**src/rtl/sdinit_pkg.sv**
```systemverilog
package sdinit_pkg;

  typedef enum logic [2:0] {
    FAM_SDR   = 3'd0,
    FAM_DDR   = 3'd1,
    FAM_LPDDR = 3'd2,
    FAM_DDR2  = 3'd3,
    FAM_DDR3  = 3'd4
  } memFamily_e;

  typedef enum logic [2:0] {
    K_CKE, K_PRE, K_REF, K_EMR, K_MRDLL, K_MR, K_OCD, K_OCDX
  } stepKind_e;

  typedef struct packed {
    logic issue;
    logic loadWait;
    logic countDown;
  } seqStrobe_t;

  function automatic int stepCount(memFamily_e fam);
    if (fam == FAM_SDR) return 5;
    if (fam == FAM_DDR2) return 10;
    return 8;
  endfunction

  function automatic stepKind_e kindAt(memFamily_e fam, int idx);
    if (fam == FAM_SDR) begin
      case (idx)
        0: return K_CKE;
        1: return K_PRE;
        2, 3: return K_REF;
        default: return K_MR;
      endcase
    end
    case (idx)
      0: return K_CKE;
      1, 4: return K_PRE;
      2: return K_EMR;
      3: return K_MRDLL;
      5, 6: return K_REF;
      7: return K_MR;
      8: return K_OCD;
      default: return K_OCDX;
    endcase
  endfunction

endpackage

```
**src/rtl/sdinit_datapath.sv**
```systemverilog
module sdinit_datapath
  import sdinit_pkg::*;
#(
  parameter memFamily_e MEM_FAMILY = FAM_DDR2,
  parameter int NUM_PHASES = 2,
  parameter int CAS_LAT    = 3,
  parameter int ADDR_W     = 13,
  parameter int BANK_W     = 2,
  parameter int W_CKE      = 4,
  parameter int W_PRE      = 2,
  parameter int W_REF      = 8,
  parameter int W_MRS      = 2,
  parameter int W_FINAL    = 200,
  parameter int STEP_W     = 4
) (
  input  logic              clk,
  input  logic              rstN,
  input  seqStrobe_t        strobe,
  input  logic [STEP_W-1:0] stepIdx,
  output logic              waitIsZero,
  output logic              cntZero,
  output logic              rasN,
  output logic              casN,
  output logic              weN,
  output logic [ADDR_W-1:0] addr,
  output logic [BANK_W-1:0] bank,
  output logic              cke
);

  localparam int BURST   = (MEM_FAMILY == FAM_SDR) ? NUM_PHASES : 2 * NUM_PHASES;
  localparam int WR_ADD  = (MEM_FAMILY == FAM_DDR2) ? (2 << 9) : 0;
  localparam int MR_BASE = $clog2(BURST) + (CAS_LAT << 4) + WR_ADD;
  localparam logic [ADDR_W-1:0] MR_WORD  = ADDR_W'(MR_BASE);
  localparam logic [ADDR_W-1:0] DLL_WORD = MR_WORD | ADDR_W'(1 << 8);
  localparam logic [ADDR_W-1:0] OCD_WORD = ADDR_W'(7 << 7);
  localparam logic [ADDR_W-1:0] A10_WORD = ADDR_W'(1 << 10);
  localparam int MAX_A    = (W_CKE > W_PRE) ? W_CKE : W_PRE;
  localparam int MAX_B    = (W_REF > W_MRS) ? W_REF : W_MRS;
  localparam int MAX_C    = (MAX_A > MAX_B) ? MAX_A : MAX_B;
  localparam int MAX_WAIT = (MAX_C > W_FINAL) ? MAX_C : W_FINAL;
  localparam int CNT_W    = (MAX_WAIT < 2) ? 1 : $clog2(MAX_WAIT + 1);

  stepKind_e        curKind;
  logic [CNT_W-1:0] curWait;
  logic [CNT_W-1:0] cnt;
  logic             ckeOn;

  always_comb begin
    curKind = kindAt(MEM_FAMILY, int'(stepIdx));
    case (curKind)
      K_CKE:   curWait = CNT_W'(W_CKE);
      K_PRE:   curWait = CNT_W'(W_PRE);
      K_REF:   curWait = CNT_W'(W_REF);
      K_MR:    curWait = CNT_W'(W_FINAL);
      default: curWait = CNT_W'(W_MRS);
    endcase
  end

  assign waitIsZero = (curWait == '0);
  assign cntZero    = (cnt == '0);

  always_ff @(posedge clk or negedge rstN) begin
    if (!rstN)                 cnt <= '0;
    else if (strobe.loadWait)  cnt <= curWait - 1'b1;
    else if (strobe.countDown) cnt <= cnt - 1'b1;
  end

  always_ff @(posedge clk or negedge rstN) begin
    if (!rstN)                                    ckeOn <= 1'b0;
    else if (strobe.issue && curKind == K_CKE)    ckeOn <= 1'b1;
  end

  assign cke = ckeOn | (strobe.issue && curKind == K_CKE);

  always_comb begin
    {rasN, casN, weN} = 3'b111;
    addr = '0;
    bank = '0;
    if (strobe.issue) begin
      case (curKind)
        K_PRE:   begin {rasN, casN, weN} = 3'b010; addr = A10_WORD; end
        K_REF:   {rasN, casN, weN} = 3'b001;
        K_EMR:   begin {rasN, casN, weN} = 3'b000; bank = BANK_W'(1); end
        K_MRDLL: begin {rasN, casN, weN} = 3'b000; addr = DLL_WORD; end
        K_MR:    begin {rasN, casN, weN} = 3'b000; addr = MR_WORD; end
        K_OCD:   begin {rasN, casN, weN} = 3'b000; addr = OCD_WORD; bank = BANK_W'(1); end
        K_OCDX:  begin {rasN, casN, weN} = 3'b000; bank = BANK_W'(1); end
        default: {rasN, casN, weN} = 3'b111;
      endcase
    end
  end

endmodule

```
**src/rtl/sdinit_control.sv**
```systemverilog
module sdinit_control
  import sdinit_pkg::*;
#(
  parameter int NUM_STEPS = 10,
  parameter int STEP_W    = 4
) (
  input  logic              clk,
  input  logic              rstN,
  input  logic              waitIsZero,
  input  logic              cntZero,
  output seqStrobe_t        strobe,
  output logic [STEP_W-1:0] stepIdx,
  output logic              done
);

  typedef enum logic [1:0] {S_START, S_ISSUE, S_WAIT, S_DONE} ctlState_e;

  localparam logic [STEP_W-1:0] LAST_STEP = STEP_W'(NUM_STEPS - 1);

  ctlState_e state;
  logic      advance;

  always_comb begin
    strobe.issue     = (state == S_ISSUE);
    strobe.loadWait  = (state == S_ISSUE) && !waitIsZero;
    strobe.countDown = (state == S_WAIT) && !cntZero;
    advance = ((state == S_ISSUE) && waitIsZero) || ((state == S_WAIT) && cntZero);
  end

  always_ff @(posedge clk or negedge rstN) begin
    if (!rstN) begin
      state   <= S_START;
      stepIdx <= '0;
    end else begin
      case (state)
        S_START: state <= S_ISSUE;
        S_ISSUE: if (!waitIsZero) state <= S_WAIT;
        default: ;
      endcase
      if (advance) begin
        if (stepIdx == LAST_STEP) begin
          state <= S_DONE;
        end else begin
          stepIdx <= stepIdx + 1'b1;
          state   <= S_ISSUE;
        end
      end
    end
  end

  assign done = (state == S_DONE);

endmodule

```
**src/rtl/sdram_init_seq.sv**
```systemverilog
module sdram_init_seq
  import sdinit_pkg::*;
#(
  parameter memFamily_e MEM_FAMILY = FAM_DDR2,
  parameter int NUM_PHASES = 2,
  parameter int CAS_LAT    = 3,
  parameter int ADDR_W     = 13,
  parameter int BANK_W     = 2,
  parameter int W_CKE      = 4,
  parameter int W_PRE      = 2,
  parameter int W_REF      = 8,
  parameter int W_MRS      = 2,
  parameter int W_FINAL    = 200
) (
  input  logic              clk,
  input  logic              rstN,
  output logic              csN,
  output logic              rasN,
  output logic              casN,
  output logic              weN,
  output logic [ADDR_W-1:0] addr,
  output logic [BANK_W-1:0] bank,
  output logic              cke,
  output logic              odt,
  output logic              resetN,
  output logic              done
);

  localparam int NUM_STEPS = stepCount(MEM_FAMILY);
  localparam int STEP_W    = $clog2(NUM_STEPS);

  if (MEM_FAMILY == FAM_DDR3 || MEM_FAMILY > FAM_DDR3) begin : famReject
    $error("sdram_init_seq: memory family not supported");
  end
  if (NUM_PHASES < 1 || (NUM_PHASES & (NUM_PHASES - 1)) != 0) begin : phaseReject
    $error("sdram_init_seq: phase count must be a power of two");
  end
  if (ADDR_W < 11 || BANK_W < 1) begin : widthReject
    $error("sdram_init_seq: address or bank bus too narrow");
  end

  seqStrobe_t        strobe;
  logic [STEP_W-1:0] stepIdx;
  logic              waitIsZero;
  logic              cntZero;
  logic              ckeInt;

  sdinit_control #(.NUM_STEPS(NUM_STEPS), .STEP_W(STEP_W)) uCtl (
    .clk(clk), .rstN(rstN), .waitIsZero(waitIsZero), .cntZero(cntZero),
    .strobe(strobe), .stepIdx(stepIdx), .done(done)
  );

  sdinit_datapath #(
    .MEM_FAMILY(MEM_FAMILY), .NUM_PHASES(NUM_PHASES), .CAS_LAT(CAS_LAT),
    .ADDR_W(ADDR_W), .BANK_W(BANK_W), .W_CKE(W_CKE), .W_PRE(W_PRE),
    .W_REF(W_REF), .W_MRS(W_MRS), .W_FINAL(W_FINAL), .STEP_W(STEP_W)
  ) uDp (
    .clk(clk), .rstN(rstN), .strobe(strobe), .stepIdx(stepIdx),
    .waitIsZero(waitIsZero), .cntZero(cntZero),
    .rasN(rasN), .casN(casN), .weN(weN), .addr(addr), .bank(bank), .cke(ckeInt)
  );

  assign csN    = 1'b0;
  assign cke    = ckeInt;
  assign odt    = ckeInt;
  assign resetN = ckeInt;

endmodule

```
**config.mk**
```make
export PLATFORM = sky130hd
export DESIGN_NAME = sdram_init_seq
export DESIGN_NICKNAME = d
export VERILOG_FILES = /design/src/rtl/sdinit_pkg.sv /design/src/rtl/sdinit_datapath.sv /design/src/rtl/sdinit_control.sv /design/src/rtl/sdram_init_seq.sv
export SDC_FILE = /design/constraint.sdc
export NUM_CORES = 1
export LEC_CHECK = 0
export ABC_AREA = 0
export BUFFER_PORTS_ARGS = -buffer_cell sky130_fd_sc_hd__buf_4
export CAP_MARGIN = 20
export CORE_MARGIN = 2
export CORE_UTILIZATION = 45
export CTS_BUF_LIST = sky130_fd_sc_hd__clkbuf_16
export DETAILED_ROUTE_END_ITERATION = 10
export PLACE_DENSITY = 0.7
export SYNTH_ARGS = -nofsm -noshare
export SYNTH_HDL_FRONTEND = slang
export SYNTH_SLANG_ARGS = --single-unit
```
**constraint.sdc**
```tcl
create_clock -name clk -period 3.1 [get_ports clk]
set_clock_uncertainty 0.2 [all_clocks]
set_input_delay 0.93 -clock clk [delete_from_list [all_inputs] [get_ports clk]]
set_output_delay 0.93 -clock clk [all_outputs]
set_load 0.05 [all_outputs]
```
==> run_results.csv <==
group,metric,value,unit
status,status,"finished, violations left",
status,violations,"setup timing",
worst_setup_path,worstPathCellList,"buf_4, ha_2, mux2_4, or2_4, nor3_4, buf_6",
final_layout,diodes,0,
routing,drt-initial-drc-count,24,
worst_setup_path,crit_type,"flop to output pin",
synthesis,ys_types,45,
global_route,grt_start_max_net_pins,16,
synthesis,ys_seq_elements,15,
die,core_area,2480,um^2
synthesis,ys_top_cells_by_area,"dfrtp_1, buf_4, ha_1, o211ai_1, nand2_1",
synthesis,synth_common_cells,"dfrtp_1, buf_4, nand2_1, nor2_1, ha_1",
worst_setup_path,slowest_stage,"dfrtp_1",
timing,slew_headroom,54.0,%
timing,drv_slew,0,
worst_setup_path,r2r_cells,11,
cts,clock_path_buffers,2,
routing,firstDrtPassIters,4,
worst_setup_path,cp.arrival,1.99,ns
routing,via_count,1105,
synthesis,yosysSeqAreaShare,31.7,%
routing,via_per_inst,5.76,
global_route,grt_use_total,19.6,%
timing,fin_ws,-0.0232,ns
final_layout,finalNetCount,172,
synthesis,synth_edf_count,0,
global_route,antenna_found_initial,0,
power,p_leak,0.694,nW
synthesis,yosysWarnings,0,
final_layout,nFillCells,179,
worst_hold_path,hold_path_depth,1,
synthesis,synth_top_area_share,31.7,%
worst_setup_path,r2r_end,"uDp.cnt[4]",
worst_setup_path,endpoint_kind,"output pin",
worst_hold_path,hp-start,"uDp.ckeOn",
synthesis,yosysMostFrequentCell,"dfrtp_1",
synthesis,synth-async-reset-ratio,100,%
die,initial_utilization,47.8,%
worst_hold_path,hold_path_class,"flop to flop",
timing,fmax,320,MHz
place,place_inst,171,
place,port-buffer-count,16,
timing,rsz0062_at_grt,"yes",
timing,hold_violations,0,
global_route,grt_pass1_vias,1044,
global_route,grt_pass1_wl,4970,um
die,die_area,3060,um^2
timing,layout_min_cycle_time,3.12,ns
cts,clkLatencyLatePin,0.25,ns
timing,finalSetupViolCount,3,
routing,routed_wl,3050,um
final_layout,syn2layout_area_growth,41.2,%
final_layout,layout.cells.non_filler,192,
routing,wl_per_cell,15.9,um
cts,cts_num_sinks,15,
power,ir_drop,0.311,mV
timing,hold_slack,0.290,ns
routing,ant_nets,0,
run,maxCapViolations,0,
timing,period_share,101,%
worst_hold_path,min_to,"uDp.ckeOn",
final_layout,multi_input_area,833,um^2
synthesis,syn_area_per_cell,8.98,um^2
worst_setup_path,cpPeakStageDelay,0.42,ns
die,die_h,55.3,um
die,io_pins,25,
synthesis,synthFlopType,"dfrtp_1",
cts,cts.reportedPaths.clkPinSlew,0.05,ns
worst_setup_path,cp-start-kind,"flop",
die,fp-row-count,18,
cts,holdBufCountCts,0,
global_route,overflow,0,
place,hpwl,1900,um
synthesis,syn_area,1180,um^2
routing,drc_errors,0,
worst_setup_path,rr_startpoint,"uCtl.stepIdx[1]",
synthesis,synth_top_area_cell,"dfrtp_1",
cts,cts_tree,"built",
cts,htree_levels,1,
power,power_density,285,nW/um^2
worst_setup_path,r2r_slack,0.08,ns
cts,cts-buffers-inserted,3,
worst_setup_path,required,1.97,ns
cts,cts_root_buf,"clkbuf_16",
place,gp_congestion,0.848,
timing,tightest_slew,0.684,ns
final_layout,seq_area,375,um^2
final_layout,drive_above_1_share,45.1,%
worst_setup_path,cp_max_fo,4,
synthesis,synthCells,132,
die,die_x,55.3,um
per-stage QoR:
step	power (mW)	area [um^2]	setup TNS [ns]	setup slack (ns)	utilization (%)
2_1_floorplan	0.228	1310	-0.507	-0.176	-
3_3_place_gp	0.225	1360	0	0.176	55.0
3_5_place_dp	0.225	1360	0	0.0666	55.0
4_1_cts	0.481	1590	0	0.00572	64.1
5_1_grt	0.490	1670	-0.204	-0.0550	67.5
6_report	0.477	1670	-0.0682	-0.0232	67.5
flip-flops by register name, indices dropped and copies added, names as in the netlist:
| signal | cells |
|---|---|
| uCtl.state | 2 |
| uDp.ckeOn | 1 |
| uCtl.stepIdx | 4 |
| uDp.cnt | 8 |
power breakdown:
group          leakage (nW)  switching [mW]  total (mW)  internal, mW
logic                 0.500          0.0251      0.0259      0.000865
registers             0.153               0       0.196         0.196
clock network        0.0409          0.0827       0.255         0.172
routing by layer:
layer,wire length [um],GRT usage [%],up-vias,part of all wire [%]
li1,-,-,514,-
met1,1300,25.6,548,43
met2,1560,33.2,36,51
met3,131,3.98,7,4.3
met4,53,4.88,0,1.7
met5,0,0,-,0
cell type report:
type,instances,share of cell area [%]
Multi-Input combinational cell,98,49.8
Sequential cell,15,22.4
Timing Repair Buffer,39,19.4
Clock buffer,3,4.49
Tap cell,30,2.24
Inverter,6,1.35
Clock inverter,1,0.299
placed cells by master (no fill, tap or decap), drive strengths merged, types with 3 or more instances in the layout:
| cell | netlist | final |
|---|---|---|
| conb | 1 | 8 |
| dfrtp | 15 | 15 |
| nand2 | 8 | 8 |
| o31ai | 4 | 4 |
| nor4 | 3 | 3 |
| ha | 7 | 7 |
| o211ai | 5 | 5 |
| nor2 | 8 | 8 |
| nand3b | 3 | 3 |
| buf | 14 | 38 |
| nand3 | 4 | 4 |
| inv | 6 | 6 |
| clkbuf | 6 | 4 |
| or3 | 3 | 3 |
| xor2 | 3 | 3 |
| a21oi | 4 | 4 |
| o21ai | 4 | 4 |
| nor3 | 5 | 5 |
repair_timing:
action | CTS | global route
cloned | 0 | 0
pin swaps | 4 | 6
setup buffers | 14 | 3
endpoints found under the setup margin | 10 | 13
resized for setup | 10 | 14
critical path, delay by kind of cell (launching register included):
kind          cells  cell delay (ns)
fa+ha+maj         1             0.19
flops             1             0.42
simple gates      2             0.51
buf+inv           2             0.35
mux               1             0.28
how the worst max path moves through the flow:
stage / slack, ns / cells after the start / to / start
after floorplan: -0.18 / 7 / addr[4] / uCtl.stepIdx[0]
after global placement: 0.18 / 10 / uDp.cnt[4] / uCtl.stepIdx[0]
after detailed placement: 0.07 / 10 / uDp.cnt[4] / uCtl.stepIdx[0]
after CTS: 0.006 / 6 / casN / uCtl.stepIdx[1]
after global routing: -0.05 / 6 / addr[4] / uCtl.stepIdx[0]
final: -0.02 / 6 / addr[4] / uCtl.stepIdx[1]
logic make-up (layout without fill, tap and decap cells):
| family | Yosys count | count (layout) | share of synthesized area (%) |
|---|---|---|---|
| compound gates | 30 | 30 | 19.0 |
| mux | 3 | 3 | 2.75 |
| xor+xnor | 5 | 5 | 3.70 |
| flops | 15 | 15 | 31.7 |
| fa+ha+maj | 7 | 7 | 7.39 |
| simple gates | 45 | 45 | 22.7 |
| other cells | 1 | 8 | 0.316 |
| buf+inv | 26 | 49 | 12.5 |
Power figures use the tool's default switching activity.
